File: config.mk
export PLATFORM = sky130hd
export DESIGN_NAME = spi_ctl_top
export DESIGN_NICKNAME = d
export VERILOG_FILES = /design/src/rtl/spi_ctl_pkg.sv /design/src/rtl/spi_sck_gen.sv /design/src/rtl/spi_in_sync.sv /design/src/rtl/spi_shifter.sv /design/src/rtl/spi_ctl_top.sv
export SDC_FILE = /design/constraint.sdc
export NUM_CORES = 1
export LEC_CHECK = 0
export ABC_AREA = 0
export BUFFER_PORTS_ARGS = -buffer_cell sky130_fd_sc_hd__buf_2
export CORE_MARGIN = 1
export CORE_UTILIZATION = 55
export CTS_BUF_LIST = sky130_fd_sc_hd__clkbuf_16
export DETAILED_ROUTE_END_ITERATION = 8
export HOLD_SLACK_MARGIN = 0.06
export PLACE_DENSITY_LB_ADDON = 0.05
export SYNTH_ARGS = -nofsm -noshare
export SYNTH_HDL_FRONTEND = slang
export SYNTH_HIERARCHICAL = 1
export SYNTH_SLANG_ARGS = --single-unit
File: constraint.sdc
create_clock -name clk -period 6.73 [get_ports clk]
set_clock_uncertainty 0.05 [all_clocks]
set_input_delay 1.6825 -clock clk [delete_from_list [all_inputs] [get_ports clk]]
set_output_delay 1.6825 -clock clk [all_outputs]
set_load 0.02 [all_outputs]
File: src/rtl/spi_ctl_pkg.sv
package spi_ctl_pkg;
  localparam int BYTE_W = 8;
  localparam int HALF_W = 8;
  localparam int EDGE_W = $clog2(2 * BYTE_W);
  localparam int BIT_W  = $clog2(BYTE_W);
  localparam logic [BYTE_W-1:0] CTRL_RST = 8'h14;

  localparam logic [1:0] A_CTRL = 2'd0;
  localparam logic [1:0] A_DATA = 2'd1;
  localparam logic [1:0] A_STAT = 2'd2;

  typedef struct packed {
    logic rate2;
    logic en;
    logic ss_ign;
    logic master;
    logic pol;
    logic pha;
    logic rate1;
    logic rate0;
  } ctrl_t;

  function automatic logic rate_ok(input logic [2:0] code);
    return (code != 3'd0) && (code != 3'd7);
  endfunction

  // half SCK period in system clocks: divider/2 = 2 << (code-1) = 1 << code
  function automatic logic [HALF_W-1:0] half_period(input logic [2:0] code);
    return HALF_W'(1) << code;
  endfunction
endpackage

File: src/rtl/spi_sck_gen.sv
module spi_sck_gen #(
  parameter int CW = 8
) (
  input  logic          clk,
  input  logic          rst_n,
  input  logic          clr,
  input  logic          run,
  input  logic [CW-1:0] half,
  output logic          toggle_o,
  output logic          phase_o
);
  logic [CW-1:0] cnt_q;

  assign toggle_o = run && (cnt_q == half - CW'(1));

  always_ff @(posedge clk or negedge rst_n) begin
    if (!rst_n) begin
      cnt_q   <= '0;
      phase_o <= 1'b0;
    end else if (clr || !run) begin
      cnt_q   <= '0;
      phase_o <= 1'b0;
    end else if (toggle_o) begin
      cnt_q   <= '0;
      phase_o <= ~phase_o;
    end else begin
      cnt_q   <= cnt_q + CW'(1);
    end
  end
endmodule

File: src/rtl/spi_in_sync.sv
module spi_in_sync #(
  parameter int W = 3,
  parameter logic [W-1:0] INIT = '0
) (
  input  logic         clk,
  input  logic         rst_n,
  input  logic [W-1:0] async_i,
  output logic [W-1:0] sync_o,
  output logic [W-1:0] prev_o
);
  logic [W-1:0] meta_q;

  always_ff @(posedge clk or negedge rst_n) begin
    if (!rst_n) begin
      meta_q <= INIT;
      sync_o <= INIT;
      prev_o <= INIT;
    end else begin
      meta_q <= async_i;
      sync_o <= meta_q;
      prev_o <= sync_o;
    end
  end
endmodule

File: src/rtl/spi_shifter.sv
module spi_shifter #(
  parameter int W = 8
) (
  input  logic         clk,
  input  logic         rst_n,
  input  logic         clr,
  input  logic         load,
  input  logic [W-1:0] load_val,
  input  logic         sample,
  input  logic         sample_bit,
  input  logic         launch,
  output logic [W-1:0] cap_o,
  output logic         out_bit_o
);
  logic [W-1:0] sr_q;

  assign cap_o = sample ? {sr_q[W-2:0], sample_bit} : sr_q;

  always_ff @(posedge clk or negedge rst_n) begin
    if (!rst_n) begin
      sr_q      <= '0;
      out_bit_o <= 1'b0;
    end else if (clr) begin
      sr_q      <= '0;
      out_bit_o <= 1'b0;
    end else if (load) begin
      sr_q      <= load_val;
      out_bit_o <= load_val[W-1];
    end else begin
      if (sample) sr_q <= {sr_q[W-2:0], sample_bit};
      if (launch) out_bit_o <= sr_q[W-1];
    end
  end
endmodule

File: src/rtl/spi_ctl_top.sv
module spi_ctl_top
  import spi_ctl_pkg::*;
(
  input  logic              clk,
  input  logic              rst_n,
  input  logic              reg_we,
  input  logic [1:0]        reg_addr,
  input  logic [BYTE_W-1:0] reg_wdata,
  output logic [BYTE_W-1:0] reg_rdata,
  output logic              sck_o,
  input  logic              sck_i,
  input  logic              ss_n_i,
  output logic              sdo_o,
  input  logic              sdi_i
);
  localparam logic [EDGE_W-1:0] LAST_EDGE = EDGE_W'(2 * BYTE_W - 1);
  localparam logic [BIT_W-1:0]  LAST_BIT  = BIT_W'(BYTE_W - 1);

  ctrl_t             ctrl_q;
  logic [2:0]        rate;
  logic              en, pol, pha;
  logic              mst_mode, slv_mode, rate_valid;
  logic              wr_ctrl, wr_data, wr_stat;
  logic              busy_q, done_q;
  logic [BYTE_W-1:0] rx_q;

  assign rate       = {ctrl_q.rate2, ctrl_q.rate1, ctrl_q.rate0};
  assign en         = ctrl_q.en;
  assign pol        = ctrl_q.pol;
  assign pha        = ctrl_q.pha;
  assign mst_mode   = en && ctrl_q.master;
  assign slv_mode   = en && !ctrl_q.master;
  assign rate_valid = rate_ok(rate);

  assign wr_ctrl = reg_we && (reg_addr == A_CTRL);
  assign wr_data = reg_we && (reg_addr == A_DATA);
  assign wr_stat = reg_we && (reg_addr == A_STAT);

  always_ff @(posedge clk or negedge rst_n) begin
    if (!rst_n)       ctrl_q <= ctrl_t'(CTRL_RST);
    else if (wr_ctrl) ctrl_q <= ctrl_t'(reg_wdata);
  end

  // ---------------- master side ----------------
  logic              start_evt, tog, phase;
  logic              m_lead, m_trail, m_sample, m_launch, m_last;
  logic [EDGE_W-1:0] edge_cnt_q;

  assign start_evt = wr_data && mst_mode && rate_valid && !busy_q;

  spi_sck_gen #(.CW(HALF_W)) u_sck_gen (
    .clk      (clk),
    .rst_n    (rst_n),
    .clr      (!mst_mode),
    .run      (busy_q),
    .half     (half_period(rate)),
    .toggle_o (tog),
    .phase_o  (phase)
  );

  assign m_lead   = tog && !phase;
  assign m_trail  = tog && phase;
  assign m_sample = pha ? m_trail : m_lead;
  assign m_launch = pha ? m_lead : m_trail;
  assign m_last   = m_trail && (edge_cnt_q == LAST_EDGE);

  always_ff @(posedge clk or negedge rst_n) begin
    if (!rst_n) begin
      busy_q     <= 1'b0;
      edge_cnt_q <= '0;
    end else if (!mst_mode) begin
      busy_q     <= 1'b0;
      edge_cnt_q <= '0;
    end else begin
      if (start_evt)   busy_q <= 1'b1;
      else if (m_last) busy_q <= 1'b0;
      if (!busy_q)     edge_cnt_q <= '0;
      else if (tog)    edge_cnt_q <= edge_cnt_q + EDGE_W'(1);
    end
  end

  assign sck_o = pol ^ phase;

  // ---------------- slave side ----------------
  logic [2:0]       syn, syn_p;
  logic             sck_s, sck_p, ss_s, sdi_s;
  logic             ss_bypass, s_active, ss_block;
  logic             s_chg, s_lead, s_trail, s_sample, s_launch, s_last;
  logic [BIT_W-1:0] s_cnt_q;

  spi_in_sync #(.W(3), .INIT(3'b010)) u_sync (
    .clk     (clk),
    .rst_n   (rst_n),
    .async_i ({sck_i, ss_n_i, sdi_i}),
    .sync_o  (syn),
    .prev_o  (syn_p)
  );

  assign sck_s = syn[2];
  assign ss_s  = syn[1];
  assign sdi_s = syn[0];
  assign sck_p = syn_p[2];

  // select-ignore only takes effect for a slave with phase 1
  assign ss_bypass = ctrl_q.ss_ign && pha;
  assign s_active  = slv_mode && (ss_bypass || !ss_s);
  assign ss_block  = slv_mode && !s_active;

  assign s_chg    = s_active && (sck_s != sck_p);
  assign s_lead   = s_chg && (sck_s != pol);
  assign s_trail  = s_chg && (sck_s == pol);
  assign s_sample = pha ? s_trail : s_lead;
  assign s_launch = (pha ? s_lead : s_trail) || ss_block;
  assign s_last   = s_sample && (s_cnt_q == LAST_BIT);

  always_ff @(posedge clk or negedge rst_n) begin
    if (!rst_n)         s_cnt_q <= '0;
    else if (!s_active) s_cnt_q <= '0;
    else if (s_sample)  s_cnt_q <= s_cnt_q + BIT_W'(1);
  end

  // ---------------- shared shifter and status ----------------
  logic              sample_evt, done_evt;
  logic [BYTE_W-1:0] cap;

  assign sample_evt = m_sample || s_sample;
  assign done_evt   = m_last || s_last;

  spi_shifter #(.W(BYTE_W)) u_shift (
    .clk        (clk),
    .rst_n      (rst_n),
    .clr        (!en),
    .load       (start_evt || (wr_data && slv_mode)),
    .load_val   (reg_wdata),
    .sample     (sample_evt),
    .sample_bit (mst_mode ? sdi_i : sdi_s),
    .launch     (m_launch || s_launch),
    .cap_o      (cap),
    .out_bit_o  (sdo_o)
  );

  always_ff @(posedge clk or negedge rst_n) begin
    if (!rst_n) begin
      done_q <= 1'b0;
      rx_q   <= '0;
    end else if (!en) begin
      done_q <= 1'b0;
    end else if (done_evt) begin
      done_q <= 1'b1;
      rx_q   <= cap;
    end else if (wr_stat || wr_data) begin
      done_q <= 1'b0;
    end
  end

  always_comb begin
    unique case (reg_addr)
      A_CTRL:  reg_rdata = ctrl_q;
      A_DATA:  reg_rdata = rx_q;
      A_STAT:  reg_rdata = {done_q, {(BYTE_W-2){1'b0}}, busy_q};
      default: reg_rdata = '0;
    endcase
  end
endmodule

# After elaboration in Yosys (flattened, before gate mapping)
# Index checks and enable logic that the tools add are counted.
dict set report totals {
  regBits 52
  input_bits 16
  out_inout_bits 10
  elab_cells 107
}
dict set report classes {
  add_sub_neg 4
  n_eq_ne 14
  shift 1
  muxes 27
  bitwise 2
  reduce_logical 39
}
# op count
set ops {}
lappend ops {{two-way mux 8 bit} 5}
lappend ops {{case mux 8 bit (3 select lines)} 1}
lappend ops {{logical AND 1 bit} 21}
lappend ops {{two-way mux 1 bit} 16}
lappend ops {{two-way mux 4 bit} 3}
lappend ops {{inequality test 3 x 1 -> 1 bit (second input constant)} 3}
lappend ops {{adder 8 x 1 -> 8 bit (second input constant)} 1}
lappend ops {{equality test 8 bit} 1}
lappend ops {{logical OR 1 bit} 8}
lappend ops {{<< shifter 1 x 3 -> 8 bit (first input constant)} 1}
lappend ops {{subtractor 8 x 1 -> 8 bit (second input constant)} 1}
lappend ops {{logical NOT 1 bit} 6}
lappend ops {{two-way mux 3 bit} 2}
lappend ops {{adder 4 x 1 -> 4 bit (second input constant)} 1}
lappend ops {{equality test 4 bit (second input constant)} 1}
lappend ops {{adder 3 x 1 -> 3 bit (second input constant)} 1}
lappend ops {{equality test 3 bit (second input constant)} 1}
lappend ops {{inequality test 3 x 2 -> 1 bit (second input constant)} 1}
lappend ops {{inequality test 3 bit (second input constant)} 1}
lappend ops {{nonzero test 3 bit} 1}
lappend ops {{equality test 2 x 1 -> 1 bit (second input constant)} 1}
lappend ops {{equality test 2 bit (second input constant)} 1}
lappend ops {{logical NOT 2 bit} 1}
lappend ops {{inequality test 1 bit} 2}
lappend ops {{6 further kinds} 6}

# Longest topological paths before layout
# Gate-level depths: netlist (run 1).
dict set report depth {
  word_depth 11
  depth_mapped 16
  ltp_nobuf 13
}

# Cells and area by module
# The synthesis (run 1) kept the hierarchy.
# module instances cells_each area_each_um2 seq_area_each_um2
set modules_own_cells {}
lappend modules_own_cells {spi_ctl_top 1 140 1477.7 628.1}
lappend modules_own_cells {spi_sck_gen 1 94 859.6 225.2}
lappend modules_own_cells {spi_shifter 1 40 526.8 225.2}
lappend modules_own_cells {spi_in_sync 1 9 229.0 229.0}

# Worst setup path before layout (run 1)
# OpenSTA, ideal clock, no wires.
dict set report synth_timing {
  path_type {input-to-output}
  startpoint {input reg_addr[0]}
  endpoint {output reg_rdata[0]}
  arrival_time_ps 2539
  required_time_ps 4997
  setup_slack_ps 2458
  stages 3
  n_path_buf 1
  path_cell_list {buf_1 mux2i_1 o21ai_1}
}
dict set report synth_via {
  elab_chain_cells 2
  elab_cells_between_ends 4
  classes_between {eq/ne (2); mux (1); reduce/logical (1)}
}
# item line
set synth_rtl {}
lappend synth_rtl {{start: declaration} spi_ctl_top.sv:7} ;# input logic [1:0] reg_addr,
lappend synth_rtl {{equality test 2 bit, or another cell as far along} spi_ctl_top.sv:157} ;# unique case (reg_addr)
lappend synth_rtl {{case mux 8 bit (3 select lines) (*)} spi_ctl_top.sv:157}
lappend synth_rtl {{end: declaration} spi_ctl_top.sv:9} ;# output logic [BYTE_W-1:0] reg_rdata,
# Mark *: on every way between the ends. The rest lies on a longest branch, timed or not.

# Worst setup path in the final report (run 1)
dict set report layout_timing {
  startpoint {register ctrl_q[0] (netlist bit)}
  endpoint {register rx_q[4]}
}
dict set report layout_via {
  elab_chain_cells 8
  elab_cells_between_ends 12
  classes_between {add/sub (1); eq/ne (1); shift (1); mux (2); reduce/logical (7)}
}
# item line
set layout_rtl {}
lappend layout_rtl {{start: declaration} spi_ctl_top.sv:19} ;# ctrl_t ctrl_q;
lappend layout_rtl {{start signal: assignment} spi_ctl_top.sv:40} ;# if (!rst_n) ctrl_q <= ctrl_t'(CTRL_RST);
lappend layout_rtl {{start signal: assignment} spi_ctl_top.sv:41} ;# else if (wr_ctrl) ctrl_q <= ctrl_t'(reg_wdata);
lappend layout_rtl {{<< shifter 1 x 3 -> 8 bit (*)} spi_ctl_pkg.sv:29} ;# return HALF_W'(1) << code;
lappend layout_rtl {{subtractor 8 x 1 -> 8 bit (*)} spi_sck_gen.sv:14} ;# assign toggle_o = run && (cnt_q == half - CW'(1));
lappend layout_rtl {{equality test 8 bit (*)} spi_sck_gen.sv:14}
lappend layout_rtl {{logical AND 1 bit (*)} spi_sck_gen.sv:14}
lappend layout_rtl {{via tog} spi_ctl_top.sv:45} ;# logic start_evt, tog, phase;
lappend layout_rtl {{logical AND 1 bit (on tied branches)} {spi_ctl_top.sv:61, spi_ctl_top.sv:62}}
lappend layout_rtl {{two-way mux 1 bit (*)} spi_ctl_top.sv:63} ;# assign m_sample = pha ? m_trail : m_lead;
lappend layout_rtl {{logical OR 1 bit (*)} spi_ctl_top.sv:126} ;# assign sample_evt = m_sample || s_sample;
lappend layout_rtl {{via sample_evt} spi_ctl_top.sv:123} ;# logic sample_evt, done_evt;
lappend layout_rtl {{two-way mux 8 bit (*)} spi_shifter.sv:17} ;# assign cap_o = sample ? {sr_q[W-2:0], sample_bit} : sr_q;
lappend layout_rtl {{via cap[4]} spi_ctl_top.sv:124} ;# logic [BYTE_W-1:0] cap;
lappend layout_rtl {{end signal: assignment} spi_ctl_top.sv:150} ;# rx_q <= cap;
lappend layout_rtl {{end: declaration} spi_ctl_top.sv:25} ;# logic [BYTE_W-1:0] rx_q;
# Mark *: on every way through the listed nets, which the timed path passes. The rest lies on a longest branch.
# A chain may end at the register's enable or synchronous reset.

==> summary.md, run 1 <==
| Metric | Value |
|---|---|
| Combinational share of power | `23.7%` |
| Worst R2R End | `rx_q[4]` |
| Leakage | `1.58 nW` |
| Routed wl met2 | `3010 um` |
| Gr ovfl total | `0` |
| Final number of setup-violating endpoints | `0` |
| DR WL/cell | `17.1 um` |
| Syn. warnings | `6` |
| First-pass GRT wire length | `11000 um` |
| CP Max Fanout | `15` |
| Post-Syn Instances | `281` |
| Total iterations of the first detailed-routing run | `4` |
| Vias in the first global route | `2097` |
| GR Util All Layers | `24.1%` |
| Layout area overhead | `9.63%` |
| CTS Root Cell | `clkbuf_16` |
| Launching point of the worst reg2reg path | `ctrl_q[0]` |
| Layout cells sized above 1 | `22.0%` |
| Worst Setup SP | `ctrl_q[0]` |
| Io pins | `26` |
| Residual DRC | `0` |
| Power Dens Cells | `228 nW/um^2` |
| Sw Share | `30.4%` |
| CP arrival | `4.92 ns` |
| Max-cap violations | `0` |
| CP peak stage delay | `0.81 ns` |
| Status | `complete, no violations` |
| Min-Delay Path Class | `flop to flop` |
| Hold Buf Count CTS | `0` |
| Max Buffers Root-to-Sink | `2` |
| Crit path to | `rx_q[4]` |
| Fillers | `446` |
| Hold Fails Final Rpt | `0` |
| Die Ht | `76.4 um` |
| # diodes | `0` |
| Die width | `76.4 um` |
| DRT antenna net count | `0` |
| Most frequent cells in the layout | `dfrtp_1, buf_2, nand2_1, nor2_1, mux2_4` |
| Most frequent CP cell | `mux2_4` |
| Via count | `2201` |
| Tcrit/Tclk final | `71.3%` |
| Worst-skew pair later-pin latency | `0.29 ns` |
| Initial core utilization | `58.4%` |
| Post-CTS Resized | `0` |
| CP max stage cell | `a2111oi_4` |
| Startpoint types | `flop` |
| Slew @ Worst Pin | `0.897 ns` |
| Highest routed layer | `met4` |
| Unrepaired setup endpoints after global routing | `no` |
| Commonest non-fill, non-tap cell in the layout | `dfrtp_1` |
| Largest net degree at the start of global routing | `51` |
| Mean Syn Cell Area | `10.8 um^2` |
| Power Internal | `0.529 mW` |
| Met1 Wirelength | `3100 um` |
| Clock Power Share | `31.9%` |
| WL final | `6380 um` |
| Post-route setup TNS | `0 ns` |
| Reg power frac | `44.3%` |
| Row count | `26` |
| Critical path class | `flop to flop` |
| Slew margin rel. | `40.2%` |
| Initial antenna violation count | `0` |
| Htree depth | `2` |
| Iteration-0 DRC Markers | `112` |
| Synth Net Count | `302` |
| Met3 wire length | `210 um` |
| Crit path capture type | `flop` |
| CTS Sinks | `50` |
| Core Util, Final | `64.1%` |
| Postcts setup bufs | `0` |
| Period minus WS final | `4.80 ns` |
| Clock buffer count from CTS | `5` |
| Crit path cell chain | `nor3_1 > inv_1 > ha_1 > o21ba_2 > a221oi_1 > o2111ai_1 > a2111oi_4 > nand2b_1 > o41ai_1 > nor2_1 > a31oi_1 > buf_4 > mux2_4 > mux2_4` |
| Vias per cell | `5.89` |
| Maximum vdd ir drop | `130 uV` |
| Syn Std Cell Area | `3040 um^2` |
| Worst R2R Setup Slack | `1.93 ns` |
| Core area | `5200 um^2` |
| Reg2Reg Depth | `14` |
| Nets@finish | `324` |
| Peak Freq | `208 MHz` |
| Net Sw Power | `0.231 mW` |
| CTS tree | `built` |
| Worst EP required | `6.85 ns` |
| Die area | `5830 um^2` |
| Clock slew at reported path FFs | `0.07 ns` |
| Fin. max-slew vios | `0` |
| Detailed placer's ending HPWL | `4470 um` |
| I/O Buffers | `25` |
| GPL Wtd Cong | `0.878` |
-- final cells by class --
class / count / area [um^2] / share of cell area, %
inverter: 11 / 41.3 / 1.24
tap: 70 / 87.6 / 2.63
clock buffer: 5 / 125 / 3.75
timing repair buffer: 29 / 155 / 4.65
clock inverter: 3 / 13.8 / 0.413
sequential: 50 / 1260 / 37.7
multi-input combinational: 206 / 1660 / 49.6
-- power groups by stage --
| stage | Sequential [mW] | Combinational (mW) | Clock (mW) |
|---|---|---|---|
| final | 0.337 | 0.181 | 0.243 |
| after global routing | 0.340 | 0.197 | 0.260 |
| after CTS | 0.337 | 0.179 | 0.248 |
| after detailed placement | 0.343 | 0.179 | 0 |
| after global placement | 0.342 | 0.178 | 0 |
| after floorplan | 0.332 | 0.146 | 0 |
-- critical path, delay by kind of cell (launching register included) --
kind,cells,cell delay (ns)
compound gates,6,1.92
flops,1,0.47
fa+ha+maj,1,0.30
simple gates,3,0.93
buf+inv,2,0.40
mux,2,0.58
-- state kept, by name, summed over array words and instances, names as in the netlist --
| name | cells |
|---|---|
| u_sync/meta_q | 3 |
| u_sck_gen/phase_o | 1 |
| u_sck_gen/cnt_q | 8 |
| pol | 1 |
| en | 1 |
| s_cnt_q | 3 |
| rx_q | 8 |
| u_shift/out_bit_o | 1 |
| u_sync/prev_o | 1 |
| edge_cnt_q | 4 |
| done_q | 1 |
| u_sync/sync_o | 3 |
| u_shift/sr_q | 8 |
| ctrl_q | 5 |
| busy_q | 1 |
| pha | 1 |
-- metrics by stage --
step,setup WS [ns],instance area (um^2),hold WS (ns),power (mW),instances
2_1_floorplan,2.46,3040,0.281,0.478,281
3_3_place_gp,2.25,3200,0.284,0.520,366
3_5_place_dp,2.08,3200,0.287,0.521,366
4_1_cts,2.00,3330,0.302,0.764,374
5_1_grt,1.50,3330,0.305,0.797,374
6_report,1.93,3330,0.299,0.760,374
-- how the worst min path moves through the flow --
stage | cells after the start | to | startpoint
3_5_place_dp | 0 | u_sync/sync_o[2] | u_sync/meta_q[2]
3_3_place_gp | 0 | u_sync/sync_o[2] | u_sync/meta_q[2]
2_1_floorplan | 0 | u_sync/sync_o[0] | u_sync/meta_q[0]
6_report | 0 | u_sync/sync_o[2] | u_sync/meta_q[2]
5_1_grt | 0 | u_sync/sync_o[2] | u_sync/meta_q[2]
4_1_cts | 0 | u_sync/sync_o[2] | u_sync/meta_q[2]
-- per-layer routing --
layer,global-route usage (%),up-vias
met1,35.4,1100
met4,6.92,0
met2,36.6,46
li1,-,1050
met3,4.31,5
met5,0,-
Power figures use the tool's default switching activity.
==> run 2: changes to the inputs <==
--- a/config.mk
+++ b/config.mk
@@ -8,7 +8,7 @@
 export ABC_AREA = 0
 export BUFFER_PORTS_ARGS = -buffer_cell sky130_fd_sc_hd__buf_2
 export CORE_MARGIN = 1
-export CORE_UTILIZATION = 55
+export CORE_UTILIZATION = 54
 export CTS_BUF_LIST = sky130_fd_sc_hd__clkbuf_16
 export DETAILED_ROUTE_END_ITERATION = 8
 export HOLD_SLACK_MARGIN = 0.06
==> constraint.sdc (replaced) <==
create_clock -name clk -period 4.25 [get_ports clk]
set_clock_uncertainty 0.05 [all_clocks]
set_input_delay 1.0625 -clock clk [delete_from_list [all_inputs] [get_ports clk]]
set_output_delay 1.0625 -clock clk [all_outputs]
set_load 0.02 [all_outputs]
==> run 2 against run 1 <==
  * Final area is 1.7% higher
  * Sequential cell count stayed put
  * Die area increased by 1.8%
  * Critical path type unchanged
==> summary.md, run 2 (synthesis gave the netlist of run 1 again) <==
| Metric | Value |
|---|---|
| Hold Fails Final Rpt | `0` |
| Die width | `77.1 um` |
| Worst EP required | `4.38 ns` |
| Largest net degree at the start of global routing | `51` |
| CP arrival | `4.04 ns` |
| Row count | `26` |
| Gr busiest metal | `met2` |
| WL final | `6370 um` |
| Period minus WS final | `3.91 ns` |
| Clock buffer count from CTS | `5` |
| Leakage | `1.61 nW` |
| Hold Buf Count CTS | `0` |
| CP top delay family | `compound AO/OA/AOI/OAI gates` |
| Slew @ Worst Pin | `0.620 ns` |
| Final WS setup | `0.341 ns` |
| Worst R2R Setup Slack | `0.34 ns` |
| Layout cells sized above 1 | `23.5%` |
| Slew margin rel. | `58.6%` |
| Die area | `5940 um^2` |
| Clock slew at reported path FFs | `0.07 ns` |
| Largest regs | `rx_q (8), u_sck_gen/cnt_q (8), u_shift/sr_q (8)` |
| Setup slack at placement | `0.201 ns` |
| CTS Root Cell | `clkbuf_16` |
| CP peak stage delay | `0.49 ns` |
| CTS Sinks | `50` |
| I/O Buffers | `25` |
| CTS tree | `built` |
| Met3 Usage GRT | `5.00%` |
| Die Ht | `77.1 um` |
| Initial antenna violation count | `0` |
| Crit path depth | `14` |
| Unrepaired setup endpoints after global routing | `no` |
| Crit path capture type | `flop` |
| Htree depth | `2` |
| Worst-skew pair later-pin latency | `0.29 ns` |
| Residual DRC | `0` |
| First-pass GRT wire length | `10600 um` |
| Total iterations of the first detailed-routing run | `4` |
| CP max stage cell | `dfrtp_1` |
| Iteration-0 DRC Markers | `126` |
| CP Max Fanout | `10` |
| Io pins | `26` |
| Vias per cell | `5.83` |
| Status | `complete, no violations` |
| Met2 usage | `36.3%` |
| Critical path class | `flop to flop` |
| Commonest non-fill, non-tap cell in the layout | `dfrtp_1` |
| Layout area overhead | `11.5%` |
| DR WL/cell | `16.9 um` |
| Via count | `2199` |
| Most frequent cells in the layout | `dfrtp_1, buf_2, nand2_1, nor2_1, mux2_4` |
| Final number of setup-violating endpoints | `0` |
| Min-Delay Path Class | `flop to flop` |
| Most frequent CP cell | `mux2_4` |
| GR Util All Layers | `23.6%` |
| GPL Wtd Cong | `0.924` |
| Core area | `5270 um^2` |
| FF+latch area | `1260 um^2` |
| Nets@finish | `327` |
| Vias in the first global route | `2151` |
| Post-route setup TNS | `0 ns` |
| Startpoint types | `flop` |
| Crit path cell chain | `nor3b_2 > inv_1 > ha_1 > o21ba_2 > a221oi_1 > o2111ai_1 > a2111oi_4 > nand2b_1 > o41ai_1 > nor2_1 > a31oi_1 > buf_4 > mux2_4 > mux2_4` |
| Gr ovfl total | `0` |
| Maximum vdd ir drop | `317 uV` |
| Met1 GRT Util | `33.5%` |
| Max-cap violations | `0` |
| Peak Freq | `256 MHz` |
| Power Dens Cells | `379 nW/um^2` |
| Tcrit/Tclk final | `92.0%` |
| Multi-input gate area | `1660 um^2` |
| # diodes | `0` |
| Cells on Worst Hold Path | `0` |
| DRT antenna net count | `0` |
| WHS | `0.305 ns` |
| Initial core utilization | `57.7%` |
| Fin. max-slew vios | `0` |
| Reg2Reg Depth | `14` |
| Fillers | `429` |
| Detailed placer's ending HPWL | `4490 um` |
| Max Buffers Root-to-Sink | `2` |
| Buffers and inverters on the worst path | `2` |
run 2: changes by cell type in the layout (fill, tap and decap cells not counted), sizes merged:
cell	change
clkinv	-1
bufinv	+1
buf	+3
run 2: cell type report:
| type | instances | area share (%) |
|---|---|---|
| repair buffers | 32 | 5.24 |
| multi-input cells | 206 | 48.9 |
| clock buffers | 5 | 3.69 |
| well taps | 70 | 2.58 |
| inverters | 11 | 1.22 |
| flip-flops and latches | 50 | 37.0 |
| clock inverters | 3 | 1.29 |
run 2: per-layer routing:
metal	vias to the layer above	part of all wire, %	wire (um)
met3	7	4.2	269
met5	-	0	0
met4	0	1.2	78
met1	1077	49	3090
met2	54	46	2930
li1	1061	-	-
run 2: final timing paths:
check,startpoint,end
min,u_sync/meta_q[2],u_sync/sync_o[2]
max reg2reg,ctrl_q[0],rx_q[1]
max,ctrl_q[0],rx_q[1]
min in group asynchronous,rst_n,u_sck_gen/cnt_q[2]
min reg2reg,u_sync/meta_q[2],u_sync/sync_o[2]
max in group asynchronous,rst_n,ctrl_q[1]
run 2: what timing repair did:
action	CTS	global route
resized for setup	0	1
endpoints found under the setup margin	0	16
setup buffers	0	0
run 2: report_power, final:
part / total [mW] / switching (mW) / internal, mW
sequential: 0.535 / 0.0327 / 0.502
combinational: 0.294 / 0.168 / 0.126
clock: 0.457 / 0.178 / 0.279
total: 1.29 / 0.379 / 0.907
run 2: per-stage QoR:
stage               cell area [um^2]  std cells  power, mW  util (%)
floorplan                       3040        281      0.757         -
global placement                3220        369      0.830      61.1
detailed placement              3220        369      0.833      61.1
CTS                             3390        377       1.29      64.3
global route                    3390        377       1.34      64.4
finish                          3390        377       1.29      64.4
==> run 3: changes to the inputs <==
--- a/config.mk
+++ b/config.mk
@@ -7,12 +7,14 @@
 export LEC_CHECK = 0
 export ABC_AREA = 0
 export BUFFER_PORTS_ARGS = -buffer_cell sky130_fd_sc_hd__buf_2
+export CELL_PAD_IN_SITES_DETAIL_PLACEMENT = 0
+export CELL_PAD_IN_SITES_GLOBAL_PLACEMENT = 1
 export CORE_MARGIN = 1
-export CORE_UTILIZATION = 54
+export CORE_UTILIZATION = 48
 export CTS_BUF_LIST = sky130_fd_sc_hd__clkbuf_16
 export DETAILED_ROUTE_END_ITERATION = 8
 export HOLD_SLACK_MARGIN = 0.06
-export PLACE_DENSITY_LB_ADDON = 0.05
+export PLACE_DENSITY = 0.85
 export SYNTH_ARGS = -nofsm -noshare
 export SYNTH_HDL_FRONTEND = slang
 export SYNTH_HIERARCHICAL = 1
==> constraint.sdc (replaced) <==
create_clock -name clk -period 3.7 [get_ports clk]
set_clock_uncertainty 0.05 [all_clocks]
set_input_delay 0.925 -clock clk [delete_from_list [all_inputs] [get_ports clk]]
set_output_delay 0.925 -clock clk [all_outputs]
set_load 0.02 [all_outputs]
==> run 3 against run 2 <==
  * Routed wire length is 5.3% higher
  * First-iteration DRC count is 38% lower
  * Final area is 5.1% higher
  * Register-to-register slack worse by 0.19 ns
  * Core utilization is 5.2 points lower
  * Sequential cell count stayed put
  * Clock power hardly changed
  * Power is 16% higher
  * Critical endpoint is now rx_q[3]
  * Largest cell class unchanged
==> summary.md, run 3 (synthesis gave the netlist of run 1 again) <==
| Metric | Value |
|---|---|
| Highest routed layer | `met4` |
| Io pins | `26` |
| Min-Delay Path Class | `flop to flop` |
| I/O Buffers | `25` |
| Worst EP required | `3.83 ns` |
| Crit path capture type | `flop` |
| Layout area overhead | `17.2%` |
| Period minus WS final | `3.54 ns` |
| CTS Sinks | `50` |
| Gr ovfl total | `0` |
| Hold Fails Final Rpt | `0` |
| DRT antenna net count | `0` |
| Residual DRC | `0` |
| Startpoint types | `flop` |
| Most frequent cells in the layout | `dfrtp_1, buf_2, nand2_1, nor2_1, mux2_4` |
| Worst-skew pair later-pin latency | `0.29 ns` |
| Commonest non-fill, non-tap cell in the layout | `dfrtp_1` |
| Launching point of the worst reg2reg path | `ctrl_q[1]` |
| Die Ht | `81.6 um` |
| Crit path depth | `15` |
| Most frequent CP cell | `mux2_4` |
| WL final | `6710 um` |
| Largest net degree at the start of global routing | `33` |
| GPL Wtd Cong | `0.880` |
| Slew @ Worst Pin | `0.716 ns` |
| Nets@finish | `337` |
| Tcrit/Tclk final | `95.8%` |
| Detailed placer's ending HPWL | `4820 um` |
| Unrepaired setup endpoints after global routing | `no` |
| Critical path class | `flop to flop` |
| Core area | `6030 um^2` |
| Clock buffer count from CTS | `5` |
| CTS Root Cell | `clkbuf_16` |
| GR Util All Layers | `21.3%` |
| Hold Buf Count CTS | `0` |
| Initial core utilization | `50.5%` |
| Total iterations of the first detailed-routing run | `4` |
| Row count | `28` |
| Largest regs | `rx_q (8), u_sck_gen/cnt_q (8), u_shift/sr_q (8)` |
| Met3 wire length | `197 um` |
| Initial antenna violation count | `0` |
| Vias in the first global route | `2040` |
| Final number of setup-violating endpoints | `0` |
| Max-cap violations | `0` |
| Htree depth | `2` |
| CP Max Fanout | `8` |
| Via count | `2214` |
| WHS | `0.302 ns` |
| Die area | `6660 um^2` |
| Crit path cell chain | `buf_6 > nor3b_4 > inv_2 > ha_4 > o21ba_4 > a221oi_4 > o2111ai_2 > a2111oi_4 > nand2b_1 > o41ai_2 > nor2_1 > a31oi_1 > buf_4 > mux2_4 > mux2_4` |
| Layout cells sized above 1 | `29.7%` |
| Met1 Wirelength | `3220 um` |
| Crit path to | `rx_q[3]` |
| Die width | `81.6 um` |
| Iteration-0 DRC Markers | `78` |
| Slew margin rel. | `52.3%` |
| Reg2Reg Depth | `15` |
| CP max stage cell | `dfrtp_2` |
| CP arrival | `3.68 ns` |
| CP top delay family | `compound AO/OA/AOI/OAI gates` |
| Status | `complete, no violations` |
| Buffers and inverters on the worst path | `3` |
| CTS tree | `built` |
| Worst R2R Setup Slack | `0.16 ns` |
| DR WL/cell | `17.1 um` |
| Max Buffers Root-to-Sink | `2` |
| CP peak stage delay | `0.46 ns` |
| Peak Freq | `282 MHz` |
| Post-route setup TNS | `0 ns` |
| Multi-input gate area | `1760 um^2` |
| Vias per cell | `5.65` |
| First-pass GRT wire length | `10400 um` |
| Worst Setup SP | `ctrl_q[1]` |
| FF+latch area | `1260 um^2` |
| Routed wl met2 | `3210 um` |
| Fillers | `530` |
| Maximum vdd ir drop | `280 uV` |
| Clock slew at reported path FFs | `0.07 ns` |
| # diodes | `0` |
| Leakage | `1.67 nW` |
| Fin. max-slew vios | `0` |
| Worst R2R End | `rx_q[3]` |
| Power Dens Cells | `417 nW/um^2` |
## run 3: cell types whose count changed in the layout (fill, tap and decap cells not counted), moves of 2 or more
cell | previous run | this run
clkinvlp_4 | 0 | 2
nor3b_1 | 5 | 3
buf_4 | 7 | 15
dfrtp_2 | 0 | 3
buf_6 | 0 | 2
dfrtp_1 | 46 | 43
## run 3: per-stage QoR
| step | cells | worst slack (ns) | utilization [%] | power (mW) | cell area (um^2) |
|---|---|---|---|---|---|
| floorplan | 281 | -0.0643 | - | 0.895 | 3110 |
| global placement | 379 | 0.130 | 54.9 | 0.985 | 3310 |
| detailed placement | 379 | 0.0441 | 54.9 | 0.989 | 3310 |
| CTS | 387 | 0.0293 | 57.3 | 1.45 | 3450 |
| global route | 392 | 0.00125 | 59.1 | 1.56 | 3560 |
| finish | 392 | 0.156 | 59.1 | 1.49 | 3560 |
## run 3: layout make-up
type | instances | share of cell area (%)
Inverter | 11 | 1.16
Tap cell | 75 | 2.63
Clock buffer | 5 | 3.51
Clock inverter | 3 | 0.527
Multi-Input combinational cell | 206 | 49.5
Timing Repair Buffer | 42 | 7.30
Sequential cell | 50 | 35.4
## run 3: metal layers
layer | up-vias | global-route usage, %
met5 | - | 0
met4 | 0 | 5.79
met2 | 29 | 33.5
li1 | 1078 | -
met1 | 1099 | 29.6
met3 | 8 | 4.67
## run 3: worst min-delay path by stage
stage,start,end,slack [ns],cells after the start
floorplan,u_sync/meta_q[0],u_sync/sync_o[0],0.28,0
global placement,u_sync/meta_q[0],u_sync/sync_o[0],0.28,0
detailed placement,u_sync/meta_q[2],u_sync/sync_o[2],0.29,0
CTS,u_sync/meta_q[2],u_sync/sync_o[2],0.31,0
global route,u_sync/meta_q[1],u_sync/sync_o[1],0.32,0
finish,u_sync/meta_q[2],u_sync/sync_o[2],0.30,0
## run 3: timing repair
| item | 4_1_cts | 5_1_grt |
|---|---|---|
| resized for setup | 0 | 18 |
| setup buffers | 0 | 5 |
| endpoints found under the setup margin | 0 | 16 |
## run 3: report_power, final
group,switching [mW],internal [mW]
registers,0.0429,0.578
logic,0.214,0.198
clock network,0.206,0.248
total,0.462,1.02
## run 3: worst reg2reg max path, cell delays in order, from the launching register on
cell and delay, ns:
dfrtp_2 0.46, buf_6 0.14, nor3b_4 0.19, inv_2 0.08, ha_4 0.18, o21ba_4 0.20
a221oi_4 0.29, o2111ai_2 0.16, a2111oi_4 0.45, nand2b_1 0.12, o41ai_2 0.08, nor2_1 0.07
a31oi_1 0.15, buf_4 0.24, mux2_4 0.33, mux2_4 0.26
